File: config.mk
export PLATFORM = sky130hd
export DESIGN_NAME = simd_lane_seq
export DESIGN_NICKNAME = d
export VERILOG_FILES = /design/src/rtl/simd_seq_pkg.sv /design/src/rtl/seq_ctrl.sv /design/src/rtl/lane_pipe.sv /design/src/rtl/lane_gather.sv /design/src/rtl/simd_lane_seq.sv
export SDC_FILE = /design/constraint.sdc
export NUM_CORES = 1
export LEC_CHECK = 0
export BUFFER_PORTS_ARGS = -buffer_cell sky130_fd_sc_hd__buf_2
export CAP_MARGIN = 20
export CORE_UTILIZATION = 40
export CTS_CLUSTER_DIAMETER = 100
export DETAILED_ROUTE_END_ITERATION = 10
export PLACE_DENSITY = 0.66
export SYNTH_ARGS = -nofsm -noshare
export SYNTH_HDL_FRONTEND = slang
export SYNTH_SLANG_ARGS = --single-unit
File: constraint.sdc
create_clock -name clk -period 7.95 [get_ports clk]
set_input_delay 0.795 -clock clk [delete_from_list [all_inputs] [get_ports clk]]
set_output_delay 0.795 -clock clk [all_outputs]
set_load 0.1 [all_outputs]
File: src/rtl/simd_seq_pkg.sv
package simd_seq_pkg;

  typedef enum logic {
    OP_ADD = 1'b0,
    OP_MUL = 1'b1
  } lane_op_e;

  // Number of lanes selected by a width code; codes at or past log_max saturate.
  function automatic int unsigned lanes_for(input int unsigned wsel,
                                            input int unsigned log_max);
    if (wsel >= log_max) return (1 << log_max);
    return (1 << wsel);
  endfunction

  // Cycles from accepting edge to done: setup + pipe + extra lanes + gather step.
  function automatic int unsigned seq_latency(input int unsigned nl,
                                              input int unsigned pipe);
    return 1 + pipe + (nl - 1) + ((nl > 1) ? 1 : 0);
  endfunction

endpackage

File: src/rtl/seq_ctrl.sv
module seq_ctrl #(
  parameter int unsigned LANE_W    = 16,
  parameter int unsigned MAX_LANES = 4,
  parameter int unsigned WSEL_W    = 2,
  localparam int unsigned VW  = LANE_W * MAX_LANES,
  localparam int unsigned LIW = (MAX_LANES > 1) ? $clog2(MAX_LANES) : 1,
  localparam int unsigned LCW = $clog2(MAX_LANES + 1)
) (
  input  logic              clk,
  input  logic              rst_n,
  input  logic              start_i,
  input  logic              op_i,
  input  logic [WSEL_W-1:0] wsel_i,
  input  logic [VW-1:0]     a_i,
  input  logic [VW-1:0]     b_i,
  input  logic              done_i,
  output logic              accept_o,
  output logic              busy_o,
  output logic [LCW-1:0]    nl_o,
  output logic              iss_vld_o,
  output logic [LIW-1:0]    iss_lane_o,
  output logic              iss_op_o,
  output logic [LANE_W-1:0] iss_a_o,
  output logic [LANE_W-1:0] iss_b_o
);
  import simd_seq_pkg::*;

  localparam int unsigned LOG_MAX = $clog2(MAX_LANES);

  logic              busy_q, issuing_q, op_q;
  logic [LIW-1:0]    idx_q;
  logic [LCW-1:0]    nl_q;
  logic [VW-1:0]     a_q, b_q;
  logic              last_issue;

  assign accept_o   = start_i && !busy_q;
  assign last_issue = issuing_q && (LCW'(idx_q) == nl_q - LCW'(1));

  always_ff @(posedge clk or negedge rst_n) begin
    if (!rst_n) begin
      busy_q    <= 1'b0;
      issuing_q <= 1'b0;
      op_q      <= 1'b0;
      idx_q     <= '0;
      nl_q      <= LCW'(1);
      a_q       <= '0;
      b_q       <= '0;
    end else if (accept_o) begin
      busy_q    <= 1'b1;
      issuing_q <= 1'b1;
      op_q      <= op_i;
      idx_q     <= '0;
      nl_q      <= LCW'(lanes_for(int'(wsel_i), LOG_MAX));
      a_q       <= a_i;
      b_q       <= b_i;
    end else begin
      if (done_i) busy_q <= 1'b0;
      if (issuing_q) begin
        idx_q <= idx_q + LIW'(1);
        if (last_issue) issuing_q <= 1'b0;
      end
    end
  end

  assign busy_o     = busy_q;
  assign nl_o       = nl_q;
  assign iss_vld_o  = issuing_q;
  assign iss_lane_o = idx_q;
  assign iss_op_o   = op_q;
  assign iss_a_o    = a_q[idx_q*LANE_W +: LANE_W];
  assign iss_b_o    = b_q[idx_q*LANE_W +: LANE_W];

  // captured operands cannot move while an operation is in flight
  a_r7_operands_held: assert property (@(posedge clk) disable iff (!rst_n)
    busy_q |=> ($stable(a_q) && $stable(b_q) && $stable(op_q) && $stable(nl_q)));

  // busy only drops right after a done cycle
  a_r6_busy_until_done: assert property (@(posedge clk) disable iff (!rst_n)
    $fell(busy_q) |-> $past(done_i));

  // lanes after lane 0 follow the previous lane with no gap
  a_r9_issue_back_to_back: assert property (@(posedge clk) disable iff (!rst_n)
    (iss_vld_o && idx_q != '0) |-> ($past(iss_vld_o) && $past(idx_q) == idx_q - LIW'(1)));

endmodule

File: src/rtl/lane_pipe.sv
module lane_pipe #(
  parameter int unsigned LANE_W    = 16,
  parameter int unsigned MAX_LANES = 4,
  parameter int unsigned PIPE      = 5,
  localparam int unsigned LIW = (MAX_LANES > 1) ? $clog2(MAX_LANES) : 1
) (
  input  logic              clk,
  input  logic              rst_n,
  input  logic              in_vld,
  input  logic [LIW-1:0]    in_lane,
  input  logic              in_op,
  input  logic [LANE_W-1:0] in_a,
  input  logic [LANE_W-1:0] in_b,
  output logic              out_vld,
  output logic [LIW-1:0]    out_lane,
  output logic [LANE_W-1:0] out_val
);
  import simd_seq_pkg::*;

  function automatic logic [LANE_W-1:0] lane_calc(input logic mul,
                                                  input logic [LANE_W-1:0] x,
                                                  input logic [LANE_W-1:0] y);
    logic [2*LANE_W-1:0] prod;
    prod = {{LANE_W{1'b0}}, x} * {{LANE_W{1'b0}}, y};
    if (lane_op_e'(mul) == OP_MUL) return prod[LANE_W-1:0];
    return x + y;
  endfunction

  logic              vld_q  [PIPE];
  logic [LIW-1:0]    lane_q [PIPE];
  logic [LANE_W-1:0] val_q  [PIPE];

  always_ff @(posedge clk or negedge rst_n) begin
    if (!rst_n) begin
      vld_q[0]  <= 1'b0;
      lane_q[0] <= '0;
      val_q[0]  <= '0;
    end else begin
      vld_q[0]  <= in_vld;
      lane_q[0] <= in_lane;
      val_q[0]  <= lane_calc(in_op, in_a, in_b);
    end
  end

  for (genvar s = 1; s < PIPE; s++) begin : g_stage
    always_ff @(posedge clk or negedge rst_n) begin
      if (!rst_n) begin
        vld_q[s]  <= 1'b0;
        lane_q[s] <= '0;
        val_q[s]  <= '0;
      end else begin
        vld_q[s]  <= vld_q[s-1];
        lane_q[s] <= lane_q[s-1];
        val_q[s]  <= val_q[s-1];
      end
    end
  end

  assign out_vld  = vld_q[PIPE-1];
  assign out_lane = lane_q[PIPE-1];
  assign out_val  = val_q[PIPE-1];

  // results leave the pipe in ascending lane order on consecutive cycles
  a_r9_exit_order: assert property (@(posedge clk) disable iff (!rst_n)
    (out_vld && out_lane != '0) |-> ($past(out_vld) && $past(out_lane) == out_lane - LIW'(1)));

endmodule

File: src/rtl/lane_gather.sv
module lane_gather #(
  parameter int unsigned LANE_W    = 16,
  parameter int unsigned MAX_LANES = 4,
  localparam int unsigned VW  = LANE_W * MAX_LANES,
  localparam int unsigned LIW = (MAX_LANES > 1) ? $clog2(MAX_LANES) : 1,
  localparam int unsigned LCW = $clog2(MAX_LANES + 1)
) (
  input  logic              clk,
  input  logic              rst_n,
  input  logic              clear_i,
  input  logic [LCW-1:0]    nl_i,
  input  logic              in_vld,
  input  logic [LIW-1:0]    in_lane,
  input  logic [LANE_W-1:0] in_val,
  output logic              done_o,
  output logic [VW-1:0]     result_o
);

  logic [VW-1:0] gath_q, res_q;
  logic          fin_q, done_q;
  logic          is_last, single;

  assign is_last = in_vld && (LCW'(in_lane) == nl_i - LCW'(1));
  assign single  = (nl_i == LCW'(1));

  for (genvar g = 0; g < MAX_LANES; g++) begin : g_slot
    always_ff @(posedge clk or negedge rst_n) begin
      if (!rst_n)
        gath_q[g*LANE_W +: LANE_W] <= '0;
      else if (clear_i)
        gath_q[g*LANE_W +: LANE_W] <= '0;
      else if (in_vld && in_lane == LIW'(g))
        gath_q[g*LANE_W +: LANE_W] <= in_val;
    end
  end

  always_ff @(posedge clk or negedge rst_n) begin
    if (!rst_n) begin
      fin_q  <= 1'b0;
      done_q <= 1'b0;
      res_q  <= '0;
    end else begin
      done_q <= 1'b0;
      fin_q  <= 1'b0;
      if (fin_q) begin
        res_q  <= gath_q;
        done_q <= 1'b1;
      end else if (is_last && single) begin
        res_q  <= VW'(in_val);
        done_q <= 1'b1;
      end else if (is_last) begin
        fin_q  <= 1'b1;
      end
    end
  end

  assign done_o   = done_q;
  assign result_o = res_q;

  logic [VW-1:0] used_mask;
  always_comb begin
    used_mask = '0;
    for (int i = 0; i < MAX_LANES; i++)
      if (LCW'(i) < nl_i) used_mask[i*LANE_W +: LANE_W] = '1;
  end

  // done is a single-cycle pulse
  a_r5_done_pulse: assert property (@(posedge clk) disable iff (!rst_n)
    done_q |=> !done_q);

  // the packed result only changes together with done
  a_r5_result_held: assert property (@(posedge clk) disable iff (!rst_n)
    !done_q |-> $stable(res_q) || $rose(done_q));

  // lanes outside the selected width read zero at done
  a_r3_unused_zero: assert property (@(posedge clk) disable iff (!rst_n)
    done_q |-> ((res_q & ~used_mask) == '0));

  // the gather step of a multi-lane op completes in the next cycle
  a_r4_gather_step: assert property (@(posedge clk) disable iff (!rst_n)
    fin_q |=> done_q);

endmodule

File: src/rtl/simd_lane_seq.sv
module simd_lane_seq #(
  parameter int unsigned LANE_W    = 16,
  parameter int unsigned MAX_LANES = 4,
  parameter int unsigned PIPE      = 5,
  parameter int unsigned WSEL_W    = 2,
  localparam int unsigned VW  = LANE_W * MAX_LANES,
  localparam int unsigned LIW = (MAX_LANES > 1) ? $clog2(MAX_LANES) : 1,
  localparam int unsigned LCW = $clog2(MAX_LANES + 1)
) (
  input  logic              clk,
  input  logic              rst_n,
  input  logic              start_i,
  input  logic              op_i,
  input  logic [WSEL_W-1:0] wsel_i,
  input  logic [VW-1:0]     a_i,
  input  logic [VW-1:0]     b_i,
  output logic              busy_o,
  output logic              done_o,
  output logic [VW-1:0]     result_o
);
  import simd_seq_pkg::*;

  logic              accept, iss_vld, iss_op, exit_vld;
  logic [LIW-1:0]    iss_lane, exit_lane;
  logic [LANE_W-1:0] iss_a, iss_b, exit_val;
  logic [LCW-1:0]    nl;

  seq_ctrl #(.LANE_W(LANE_W), .MAX_LANES(MAX_LANES), .WSEL_W(WSEL_W)) u_ctrl (
    .clk(clk), .rst_n(rst_n), .start_i(start_i), .op_i(op_i), .wsel_i(wsel_i),
    .a_i(a_i), .b_i(b_i), .done_i(done_o), .accept_o(accept), .busy_o(busy_o),
    .nl_o(nl), .iss_vld_o(iss_vld), .iss_lane_o(iss_lane), .iss_op_o(iss_op),
    .iss_a_o(iss_a), .iss_b_o(iss_b)
  );

  lane_pipe #(.LANE_W(LANE_W), .MAX_LANES(MAX_LANES), .PIPE(PIPE)) u_pipe (
    .clk(clk), .rst_n(rst_n), .in_vld(iss_vld), .in_lane(iss_lane),
    .in_op(iss_op), .in_a(iss_a), .in_b(iss_b),
    .out_vld(exit_vld), .out_lane(exit_lane), .out_val(exit_val)
  );

  lane_gather #(.LANE_W(LANE_W), .MAX_LANES(MAX_LANES)) u_gather (
    .clk(clk), .rst_n(rst_n), .clear_i(accept), .nl_i(nl),
    .in_vld(exit_vld), .in_lane(exit_lane), .in_val(exit_val),
    .done_o(done_o), .result_o(result_o)
  );

  // Cycle counter kept for the latency property.
  logic [7:0] lat_q;
  always_ff @(posedge clk or negedge rst_n) begin
    if (!rst_n)      lat_q <= '0;
    else if (accept) lat_q <= '0;
    else if (busy_o) lat_q <= lat_q + 8'd1;
  end

  // done arrives exactly at the width-dependent latency
  a_r4_latency: assert property (@(posedge clk) disable iff (!rst_n)
    done_o |-> (int'(lat_q) == int'(seq_latency(int'(nl), PIPE))));

  // done only appears while busy
  a_r6_done_in_busy: assert property (@(posedge clk) disable iff (!rst_n)
    done_o |-> busy_o);

endmodule

==> metrics.txt, run 1 <==
dominant cells by area after synthesis dfrtp_1, nand2_1, fa_1; unrepaired setup endpoints after global routing no; Seq/Total Area, Yosys 0.504; Clock Sinks 361; share of cells above drive strength 1 0.160; worst relative slew slack 0.323; run status finished clean; number of enable flip-flop cells after synthesis 0; n_diodes 0; Via-to-Cell Ratio 4.86; core area 44200 um2; GRT Overall Usage 0.190; Max clock buf depth 3; CTS hold repair buffers 0; final setup vio count 0; DRT Pass-1 Iters 5; RePlAce Congestion 0.850; cts bufs inserted 37; Port Buf Inserts 199; worst setup path startpoint u_ctrl.iss_lane_o[0]; initial antenna violation count 1; crit path DAT 7.06 ns; Rows 77; Synthesis Warnings 0; die height 214 um; Syn Inst Count 1745; Area Growth Syn to Fin 15.0%; Worst-path clk slew 0.06 ns; Max H-tree Level 2; Critical-path top delay cell dfrtp_2; worst-path cell chain mux4_2 > and2_1 > fa_1 > inv_1 > fa_1 > fa_1 > fa_1 > inv_1 > fa_1 > inv_1 > fa_1 > inv_1 > ha_1 > and3_1 > a221oi_1 > o21ai_0 > xnor2_1 > a221oi_1; r2r endpoint u_pipe.val_q[78]; DRT iter0 DRCs 982; fin nets 2189; Async SR Flop Fraction 1.00; buffers plus inverters on the worst setup path 4; Synth area leader dfrtp_1; CP top delay family adder cells; number of global-route vias before repair 12600; CP Max Fanout 21; detail-routed net length per standard cell 16.4 um; DP Wirelength 30000 um; Fin Setup TNS 0 ns; first-pass GRT wire length 67500 um; final worst path period need 6.61 ns; I/O Pins 200; Root Driver clkbuf_16; grt total ovfl 0; Worst-Margin Slew 1.01 ns; Crit path largest cell delay 0.80 ns; Critical Path RT 8.40 ns; syn_nets 2026; worst hold path class in2async; Die W 214 um; setup bufs post-CTS 0; top-area cell type share of the netlist area 0.503; Seq cells post-synth 361; syn_area_per_cell 10.3 um2; critical path capture point type register; cts repair resizes 0; Period Utilization, post-route 0.832; final wirelength 41500 um; ys flop type dfrtp_1; Worst path most repeated cell fa_1; CTS tree built; pin count of the biggest net entering global routing 109; Fin. Hold Viols 0; routed vias 12300; Clock Latency Late Sink 0.55 ns; clk_skew 0.0140 ns; die area 45600 um2; max_cap viols 0; Reg-to-Reg Start u_ctrl.iss_lane_o[0]; Final Max Tran Viols 0; library cells used by synthesis 47; DR DRC count 0; R2R setup slack 1.34 ns; Reg2Reg Depth 18; Initial Utilization 0.405; Post-Syn Area 17900 um2; nature of the critical path startpoint register; worst setup path class reg2reg; Post-DRT Antenna Nets 0; Fmax 0.151 GHz
-- synth_stat cells (2+ instances only) --
library cell,n
a21o_1,9
a21oi_1,80
a221oi_1,2
a22o_1,48
a31oi_1,2
and2_1,64
and3_1,3
buf_1,5
buf_2,5
buf_6,3
clkbuf_1,74
dfrtp_1,360
fa_1,81
ha_1,66
inv_1,123
mux2i_1,19
mux4_2,32
nand2_1,621
nand3_1,2
nand3b_1,2
nand4_1,3
nor2_1,10
nor2b_1,7
nor3_1,3
o21a_1,2
o21ai_0,39
o21bai_1,2
o31ai_1,2
or3_1,2
or3b_2,2
xnor2_1,42
xor2_1,15
-- how the worst max path moves through the flow --
| stage | to | slack, ns | depth (start not counted) |
|---|---|---|---|
| detailed placement | u_pipe.val_q[78] | 1.29 | 19 |
| global placement | u_pipe.val_q[78] | 1.37 | 19 |
| global route | u_pipe.val_q[78] | 0.99 | 18 |
| finish | u_pipe.val_q[78] | 1.34 | 18 |
| floorplan | u_pipe.val_q[78] | 1.70 | 22 |
| CTS | u_pipe.val_q[78] | 1.29 | 19 |
-- layer usage --
metal | share of wire | up-vias | routed length (um) | global-route usage
met4 | 0.020 | 2 | 817 | 0.0480
met3 | 0.042 | 62 | 1750 | 0.0284
met2 | 0.47 | 303 | 19700 | 0.310
met1 | 0.46 | 6030 | 19200 | 0.266
met5 | 0.00019 | - | 8 | 0
li1 | - | 5894 | - | -
-- flip-flops by register name, indices dropped and copies added, names as in the netlist --
signal             flops
u_gather.gath_q       64
u_ctrl.busy_o          1
u_gather.fin_q         1
u_pipe.lane_q          8
u_gather.result_o     64
u_ctrl.iss_vld_o       1
u_ctrl.iss_op_o        1
u_ctrl.iss_lane_o      2
u_ctrl.nl_o            3
u_pipe.out_val        16
u_pipe.out_lane        2
u_ctrl.a_q            64
u_pipe.val_q          64
u_ctrl.b_q            64
u_gather.done_o        1
u_pipe.vld_q           4
u_pipe.out_vld         1
-- area by class of cell --
| cell class | count | area (um2) |
|---|---|---|
| fill | 4088 | 23600 |
| timing repair buffer | 212 | 1100 |
| sequential | 361 | 9040 |
| tap | 592 | 741 |
| inverter | 123 | 462 |
| clock buffer | 57 | 1080 |
| multi-input combinational | 1173 | 8070 |
| clock inverter | 9 | 104 |
-- stage by stage --
stage	hold WS, ns	util	std cells	setup WS (ns)	instance area, um2
6_report	0.253	0.466	2527	1.34	20600
5_1_grt	0.339	0.466	2527	0.986	20600
4_1_cts	0.305	0.466	2527	1.29	20600
3_5_place_dp	0.335	0.439	2461	1.29	19400
3_3_place_gp	0.332	0.439	2461	1.37	19400
2_1_floorplan	0.331	-	1745	1.70	17900
-- cells in the final DEF, fill, tap and decap left out, drive strengths merged, types with 2 or more instances in the layout --
cell,count
fa,81
a21o,9
nor2,10
xor2,16
dfrtp,360
nand4,3
xnor2,42
buf,212
o21bai,2
clkinv,6
or3,2
nor2b,7
clkbuf,57
nand2,622
a22o,48
mux4,32
a31oi,2
inv,125
o31ai,2
a21boi,2
mux2i,19
ha,66
and3,3
or3b,2
a21oi,80
and2,64
o21ai,40
a221oi,2
nand3,2
nand3b,2
nor3,3
o21a,2
-- worst reg2reg max path, delay by kind of cell (launching register included) --
family / cells / cell delay (ns)
AOI/OAI and AO/OA: 3 / 0.86
xor gates and xnor gates: 1 / 0.15
and+or+nand+nor: 2 / 0.42
adders and majority gates: 7 / 3.28
muxes: 1 / 0.81
DFF: 1 / 0.80
buffers and inverters: 4 / 0.20
-- cell families (layout without fill, tap and decap cells) --
family / count (synthesis) / in the layout / synth area share
AND/OR/NAND/NOR: 724 / 724 / 0.165
flip-flops: 361 / 361 / 0.504
buffers and inverters: 211 / 401 / 0.0464
AO/OA/AOI/OAI: 192 / 192 / 0.0672
adder cells (fa/ha/maj): 147 / 147 / 0.137
XOR/XNOR: 58 / 58 / 0.0288
multiplexers: 52 / 52 / 0.0515
Power of run 1 is not shown: default switching activity piles up to over one toggle a cycle in this logic, so the estimate is an artifact.
==> run 2: changes to the inputs <==
--- a/config.mk
+++ b/config.mk
@@ -10,7 +10,7 @@
 export CORE_UTILIZATION = 40
 export CTS_CLUSTER_DIAMETER = 100
 export DETAILED_ROUTE_END_ITERATION = 10
-export PLACE_DENSITY = 0.66
+export PLACE_DENSITY = 0.68
 export SYNTH_ARGS = -nofsm -noshare
 export SYNTH_HDL_FRONTEND = slang
 export SYNTH_SLANG_ARGS = --single-unit
==> constraint.sdc (replaced) <==
create_clock -name clk -period 5.7 [get_ports clk]
set_input_delay 0.57 -clock clk [delete_from_list [all_inputs] [get_ports clk]]
set_output_delay 0.57 -clock clk [all_outputs]
set_load 0.1 [all_outputs]
==> metrics.txt, run 2 (synthesized netlist as in run 1, its figures left out) <==
Critical-path top delay cell mux4_2; die height 214 um; most common cell after layout, fill and taps aside nand2_1; DR DRC count 0; routed vias 12800; Worst-path clk slew 0.06 ns; Post-DRT Antenna Nets 0; Final Core Density 0.491; pin count of the biggest net entering global routing 201; Clock Latency Late Sink 0.53 ns; Worst-Margin Slew 0.996 ns; Worst path most repeated cell fa_1; GRT Overall Usage 0.192; DP Wirelength 30300 um; Reg-to-Reg Start u_ctrl.iss_lane_o[0]; nature of the critical path startpoint register; DRT Pass-1 Iters 5; unrepaired setup endpoints after global routing yes; DRT iter0 DRCs 853; Final Max Tran Viols 0; run status finished with violations; Period Utilization, post-route 1.03; Rows 77; die area 45600 um2; final wirelength 42400 um; Reg2Reg Depth 23; Max H-tree Level 2; Initial Utilization 0.405; buffers plus inverters on the worst setup path 9; first-pass GRT wire length 69000 um; Cells after DPL 2527; n_diodes 0; worst relative slew slack 0.336; PnR worst setup slack -0.182 ns; cts bufs inserted 37; core area 44200 um2; failing checks negative setup slack; r2r endpoint u_pipe.val_q[79]; CTS tree built; max_cap viols 0; detail-routed net length per standard cell 16.2 um; critical path capture point type register; R2R setup slack -0.18 ns; crit path DAT 6.26 ns; number of global-route vias before repair 13100; Via-to-Cell Ratio 4.88; CP top delay family adder cells; worst-path cell chain buf_12 > buf_12 > mux4_2 > buf_4 > buf_4 > and2_1 > fa_1 > ha_1 > inv_1 > fa_1 > fa_1 > inv_1 > fa_1 > inv_1 > fa_1 > inv_2 > ha_4 > buf_4 > a21o_1 > a21oi_2 > a31oi_2 > xnor2_1 > mux2i_1; Fmax 0.170 GHz; worst hold path class in2async; post-route insts no fill 2616; CTS hold repair buffers 0; Area Growth Syn to Fin 21.1%; Clock Sinks 361; CP Max Fanout 7; worst setup path class reg2reg; final setup vio count 4; final worst path period need 5.88 ns; share of cells above drive strength 1 0.221; grt total ovfl 0; Critical Path RT 6.08 ns; clk_skew 0.0134 ns; fin nets 2279; initial antenna violation count 0; Die W 214 um; RePlAce Congestion 0.862; Root Driver clkbuf_16; most frequent cells in the layout nand2_1, dfrtp_1, buf_2; Max clock buf depth 3; Fin. Hold Viols 0; Crit path largest cell delay 0.58 ns; Port Buf Inserts 199; I/O Pins 200
==> run 2: per-stage QoR <==
stage	setup TNS (ns)	hold slack, ns	setup slack, ns	cell area, um2
after floorplan	-0.162	0.274	-0.106	18000
after global placement	-0.735	0.331	-0.218	20000
after detailed placement	-1.17	0.335	-0.309	20000
after CTS	-0.552	0.205	-0.181	21500
after global routing	-1.21	0.223	-0.305	21700
final	-0.482	0.163	-0.182	21700
==> run 2: what timing repair did <==
item / 4_1_cts / 5_1_grt
setup buffers: 11 / 11
hold endpoints to repair: 0 / 0
pin swaps: 6 / 28
setup endpoints to repair: 6 / 6
resized for setup: 16 / 38
cloned: 3 / 0
==> run 2: layout make-up <==
class / count / area (um2)
Clock inverter: 8 / 126
Multi-Input combinational cell: 1175 / 8330
Tap cell: 592 / 741
Clock buffer: 57 / 1110
Fill cell: 3995 / 22500
Sequential cell: 361 / 9040
Timing Repair Buffer: 300 / 1890
Inverter: 123 / 462
==> run 2: layer usage <==
| layer | global-route usage | part of all wire | routed length, um |
|---|---|---|---|
| met5 | 0 | 0 | 0 |
| met4 | 0.0569 | 0.026 | 1110 |
| met3 | 0.0286 | 0.045 | 1890 |
| met2 | 0.315 | 0.48 | 20300 |
| met1 | 0.263 | 0.45 | 19100 |
==> run 2: how the worst max path moves through the flow <==
stage / from / to / slack (ns) / cells past startpoint
floorplan: u_ctrl.iss_lane_o[0] / u_pipe.val_q[78] / -0.11 / 22
global placement: u_ctrl.iss_lane_o[0] / u_pipe.val_q[78] / -0.22 / 20
detailed placement: u_ctrl.iss_lane_o[0] / u_pipe.val_q[79] / -0.31 / 20
CTS: u_ctrl.iss_lane_o[0] / u_pipe.val_q[78] / -0.18 / 21
global route: u_ctrl.iss_lane_o[0] / u_pipe.val_q[78] / -0.30 / 20
finish: u_ctrl.iss_lane_o[0] / u_pipe.val_q[79] / -0.18 / 23
Power of run 2 is left out for the same reason.
